### src/rtl/dcmp_mask.sv
module dcmp_mask #(
  parameter int W     = 64,
  parameter int EXPW  = 11,
  parameter int MASKN = 64,
  localparam int FRACW = W - EXPW - 1,
  localparam int IDXW  = $clog2(MASKN)
) (
  input  logic            clk,
  input  logic            rst_n,
  input  logic            in_valid,
  input  logic [W-1:0]    op_a,
  input  logic [W-1:0]    op_b,
  input  logic [1:0]      pred,
  input  logic            vec_mode,
  input  logic [IDXW-1:0] elem_idx,
  input  logic            vec_start,
  output logic            out_valid,
  output logic [W-1:0]    result,
  output logic            cmp_true,
  output logic            flag_invalid,
  output logic [MASKN-1:0] mask
);

  logic [EXPW-1:0]  ea, eb;
  logic [FRACW-1:0] fa, fb;
  logic             sa, sb;
  assign sa = op_a[W-1];
  assign sb = op_b[W-1];
  assign ea = op_a[W-2:FRACW];
  assign eb = op_b[W-2:FRACW];
  assign fa = op_a[FRACW-1:0];
  assign fb = op_b[FRACW-1:0];

  logic a_nan, b_nan, a_snan, b_snan, a_zero, b_zero;
  assign a_nan  = (&ea) && (|fa);
  assign b_nan  = (&eb) && (|fb);
  assign a_snan = a_nan && !fa[FRACW-1];
  assign b_snan = b_nan && !fb[FRACW-1];
  assign a_zero = ~|ea;
  assign b_zero = ~|eb;

  logic [W-2:0] a_mag, b_mag;
  assign a_mag = a_zero ? '0 : op_a[W-2:0];
  assign b_mag = b_zero ? '0 : op_b[W-2:0];

  logic unord, both_zero, is_eq, is_lt, outcome, raise_inv;
  assign unord     = a_nan || b_nan;
  assign both_zero = a_zero && b_zero;
  assign is_eq = !unord && (both_zero || (sa == sb && a_mag == b_mag));
  assign is_lt = !unord && !both_zero &&
                 (( sa && !sb) ||
                  (!sa && !sb && a_mag < b_mag) ||
                  ( sa &&  sb && a_mag > b_mag));

  always_comb begin
    case (pred)
      2'b00:   outcome = is_eq;
      2'b01:   outcome = !is_eq;
      2'b10:   outcome = is_lt;
      default: outcome = is_lt || is_eq;
    endcase
  end

  assign raise_inv = a_snan || b_snan || (unord && pred[1]);

  logic [MASKN-1:0] mask_nxt;
  always_comb begin
    mask_nxt = vec_start ? '0 : mask;
    if (in_valid && vec_mode) mask_nxt[elem_idx] = outcome;
  end

  always_ff @(posedge clk) begin
    if (!rst_n) begin
      out_valid    <= 1'b0;
      result       <= '0;
      cmp_true     <= 1'b0;
      flag_invalid <= 1'b0;
      mask         <= '0;
    end else begin
      out_valid    <= in_valid;
      mask         <= mask_nxt;
      if (in_valid) begin
        result       <= {W{outcome}};
        cmp_true     <= outcome;
        flag_invalid <= raise_inv;
      end else begin
        flag_invalid <= 1'b0;
      end
    end
  end

  p_valid_pulse_r1: assert property (@(posedge clk) disable iff (!rst_n)
    in_valid |=> out_valid);
  p_valid_idle_r1: assert property (@(posedge clk) disable iff (!rst_n)
    !in_valid |=> !out_valid);
  p_word_form_r1: assert property (@(posedge clk) disable iff (!rst_n)
    out_valid |-> (result == {W{cmp_true}}));
  p_unordered_r5: assert property (@(posedge clk) disable iff (!rst_n)
    (in_valid && unord && pred != 2'b01) |=> !cmp_true);
  p_snan_flag_r6: assert property (@(posedge clk) disable iff (!rst_n)
    (in_valid && (a_snan || b_snan)) |=> flag_invalid);
  p_zero_eq_r3: assert property (@(posedge clk) disable iff (!rst_n)
    (in_valid && both_zero && pred == 2'b00) |=> cmp_true);
  p_start_clear_r8: assert property (@(posedge clk) disable iff (!rst_n)
    (vec_start && !(in_valid && vec_mode)) |=> (mask == '0));
  p_scalar_keep_r9: assert property (@(posedge clk) disable iff (!rst_n)
    (!vec_start && !(in_valid && vec_mode)) |=> $stable(mask));

endmodule

### config.mk
export PLATFORM = sky130hd
export DESIGN_NAME = dcmp_mask
export DESIGN_NICKNAME = d
export VERILOG_FILES = /design/src/rtl/dcmp_mask.sv
export SDC_FILE = /design/constraint.sdc
export NUM_CORES = 1
export LEC_CHECK = 0
export ABC_AREA = 1
export CORE_AREA = 2 2 104 106
export CTS_BUF_LIST = sky130_fd_sc_hd__clkbuf_2
export DETAILED_ROUTE_END_ITERATION = 10
export DIE_AREA = 0 0 106 108
export DONT_BUFFER_PORTS = 1
export PLACE_DENSITY = 0.84
export SLEW_MARGIN = 10
export SYNTH_ARGS = -nofsm -noshare
export SYNTH_HDL_FRONTEND = slang
export SYNTH_SLANG_ARGS = --single-unit
export TNS_END_PERCENT = 30
### constraint.sdc
create_clock -name clk -period 4.85 [get_ports clk]
set_input_delay 1.2125 -clock clk [delete_from_list [all_inputs] [get_ports clk]]
set_output_delay 1.2125 -clock clk [all_outputs]
set_load 0.01 [all_outputs]
==> flow_summary.ini <==
[outcome]
outcome = finished clean

[detailed_routing]
route.detailed.drc = 0
ant_nets = 0
via_per_inst = 5.45
first_pass_iters = 5
vias = 6175
post_drt_wl_per_cell_microns = 14.5
drt_iter0_markers = 559
wl_microns = 16500

[clock_tree]
cts_sinks = 67
cts_root_buffer = clkbuf_2
cts_tree = yes
cts_resized = 0
clock_latency_ps = 510
path_clk_slew_ps = 190
htreeDepth = 3
clock_path_buffers = 2
postCtsHoldBufs = 0
numCtsBuffers = 9
cts_setup_buffers = 0

[cells_and_area]
mostFrequentLayoutCells = nor2_1 (249), nand2_1 (176), inv_1 (169)
fin_nets = 1200
final_cells = 1134
n_fill_cell = 1039
final_layout_size_suffix_gt1_share_pct = 2.61
area_delta_synth_final_pct = -4.17
final_common_cell = nor2_1
diodes = 0

[timing]
fin_setup_tns_ps = 0
worstMarginPinSlew_ps = 513
fmax_mhz = 265
timing.slew.headroom_pct = 65.7
maxSlewViolCount = 0
fin_skew_ps = 0
fin_crit_sh_pct = 77.9
setup_viol = 0
period_minus_slack_ps = 3780
finalHoldViolCount = 0
rsz0062_at_grt = false

[logic_synthesis]
synthTopCellsByArea = dfxtp_1 (21%), nor2_1 (15%), ha_1 (13%), nand2_1 (10%), inv_1 (9.9%)
ys_seq_area_share_pct = 21.0
synth_edf_count = 0
ys_types = 21
synth_seq_cells = 67
syn_inst = 1083
syn_area_sq_um = 6390
synth_nets = 1290
ys.warnings.count = 0
synth_top_cell_area_share_pct = 21.0
syn_avg_cell_area_sq_um = 5.90
async_flop_share_pct = 0
ys.flop_type = dfxtp_1
yosysTopAreaCell = dfxtp_1

[global_route]
grt_util_all_layers_pct = 27.9
antenna_found_initial = 0
grt_max_degree = 67
first_global_vias = 5581
grt_most_used_layer = met2
gr-total-overflow = 0
grt_util_met3_pct = 8.74
gr-usage-met2_pct = 48.3
grtUsageMet1_pct = 33.9
grt_pass1_wl_microns = 26000

[placement]
hpwl_microns = 12600
dp_cells = 1118
gp_congestion = 0.872
io_buffers = 0

[power_and_ir_drop]
power_density_nw_per_um2 = 198
p_seq_share_pct = 46.4
switching_share_pct = 32.0
leakagePower_nw = 2.94
power.share.clock_pct = 31.0
combPwrFrac_pct = 22.5
power.net_switching_mw = 0.389
ir_drop_v = 0.000140
internal_power_mw = 0.825

[worst_setup_path]
end_kind = register
timing_worst_setup_path_type = in -> reg
r2r_cells = 2
rrSetupSlack_ps = 3860
reg2reg_from = cmp_true
critPathArrivalTime_ps = 4190
cp-start-kind = input port
timing.rr.end = cmp_true
cp_max_fo = 65
crit_path_start = op_b[60]
cp-endpoint = mask[10]
worstPathRequired_ps = 5260

[floorplanning]
die_width_microns = 106
die_y_microns = 108
die_area_sq_um = 11400
start_util_pct = 62.4
num_io_pins = 272
core_sq_um = 10200
rows = 37

[job]
cap_violations = 0

[min_path]
hold_class = reg -> reg
kinds of logic after synthesis:
group | after synthesis | share of synthesized area (%)
AOI/OAI and AO/OA | 161 | 12.8
adders and majority gates | 66 | 12.9
buffers and inverters | 276 | 20.3
DFF | 67 | 21.0
and+or+nand+nor | 513 | 33.0
layout make-up:
class	instances	area (sq um)	share of cell area, %
inverter	170	638	10.4
clock inverter	5	77.6	1.27
clock buffer	11	55.1	0.899
multi-input combinational	740	3750	61.3
timing repair buffer	5	82.6	1.35
sequential	67	1350	22.0
tap	136	170	2.78
worst min path at each step:
stage	start	end	slack [ps]	cells after the start
global placement	mask[16]	mask[16]	640	4
global route	mask[36]	mask[36]	710	4
floorplan	mask[10]	mask[10]	620	4
finish	mask[20]	mask[20]	670	4
CTS	mask[40]	mask[40]	670	4
detailed placement	mask[40]	mask[40]	650	4
routing by layer:
layer | vias to the layer above | wire length, microns
met2 | 285 | 7840
met4 | 0 | 332
li1 | 3167 | -
met5 | - | 0
met1 | 2693 | 6690
met3 | 30 | 1630
state kept, by name, summed over array words and instances (netlist names):
| signal | cells |
|---|---|
| mask | 64 |
| cmp_true | 1 |
| out_valid | 1 |
| flag_invalid | 1 |
critical path, stage by stage:
cell,delay [ps]
nor3_1,230
nand3_1,100
nor4_1,300
buf_4,200
clkinv_1,50
buf_4,270
nand2_1,110
ha_1,260
a21o_1,190
nor2_1,120
nand2_1,60
nand2_1,50
nand2_1,50
a21oi_1,180
nand2_1,70
nand2_1,50
nand3_1,60
nand2_1,60
nand2_1,50
nand2_2,70
buf_12,270
a21oi_1,130
per-stage QoR:
step | utilization, % | hold WS (ps) | power [mW] | instance area [sq um] | worst slack [ps]
3_5_place_dp | 58.5 | 649 | 0.847 | 5990 | 526
6_report | 59.8 | 668 | 1.21 | 6120 | 1070
5_1_grt | 59.8 | 713 | 1.28 | 6120 | 734
3_3_place_gp | 58.5 | 639 | 0.844 | 5990 | 581
4_1_cts | 59.8 | 672 | 1.21 | 6120 | 1060
2_1_floorplan | - | 624 | 0.871 | 6390 | 855
synth_stat cells (4+ instances only):
library cell / instances
nand4_1: 36
nor3_1: 11
inv_1: 169
ha_1: 66
nand3_1: 29
buf_1: 5
o21ai_0: 68
clkbuf_1: 31
dfxtp_1: 67
a21oi_1: 89
nor4_1: 5
a21o_1: 4
nor2_1: 249
buf_4: 69
nand2_1: 177
power groups by stage:
| stage | combinational [mW] | clock, mW | sequential [mW] |
|---|---|---|---|
| after CTS | 0.273 | 0.373 | 0.564 |
| after global routing | 0.315 | 0.397 | 0.565 |
| after global placement | 0.269 | 0 | 0.575 |
| final | 0.274 | 0.377 | 0.564 |
| after detailed placement | 0.272 | 0 | 0.575 |
| after floorplan | 0.296 | 0 | 0.575 |
Power figures use the tool's default switching activity.
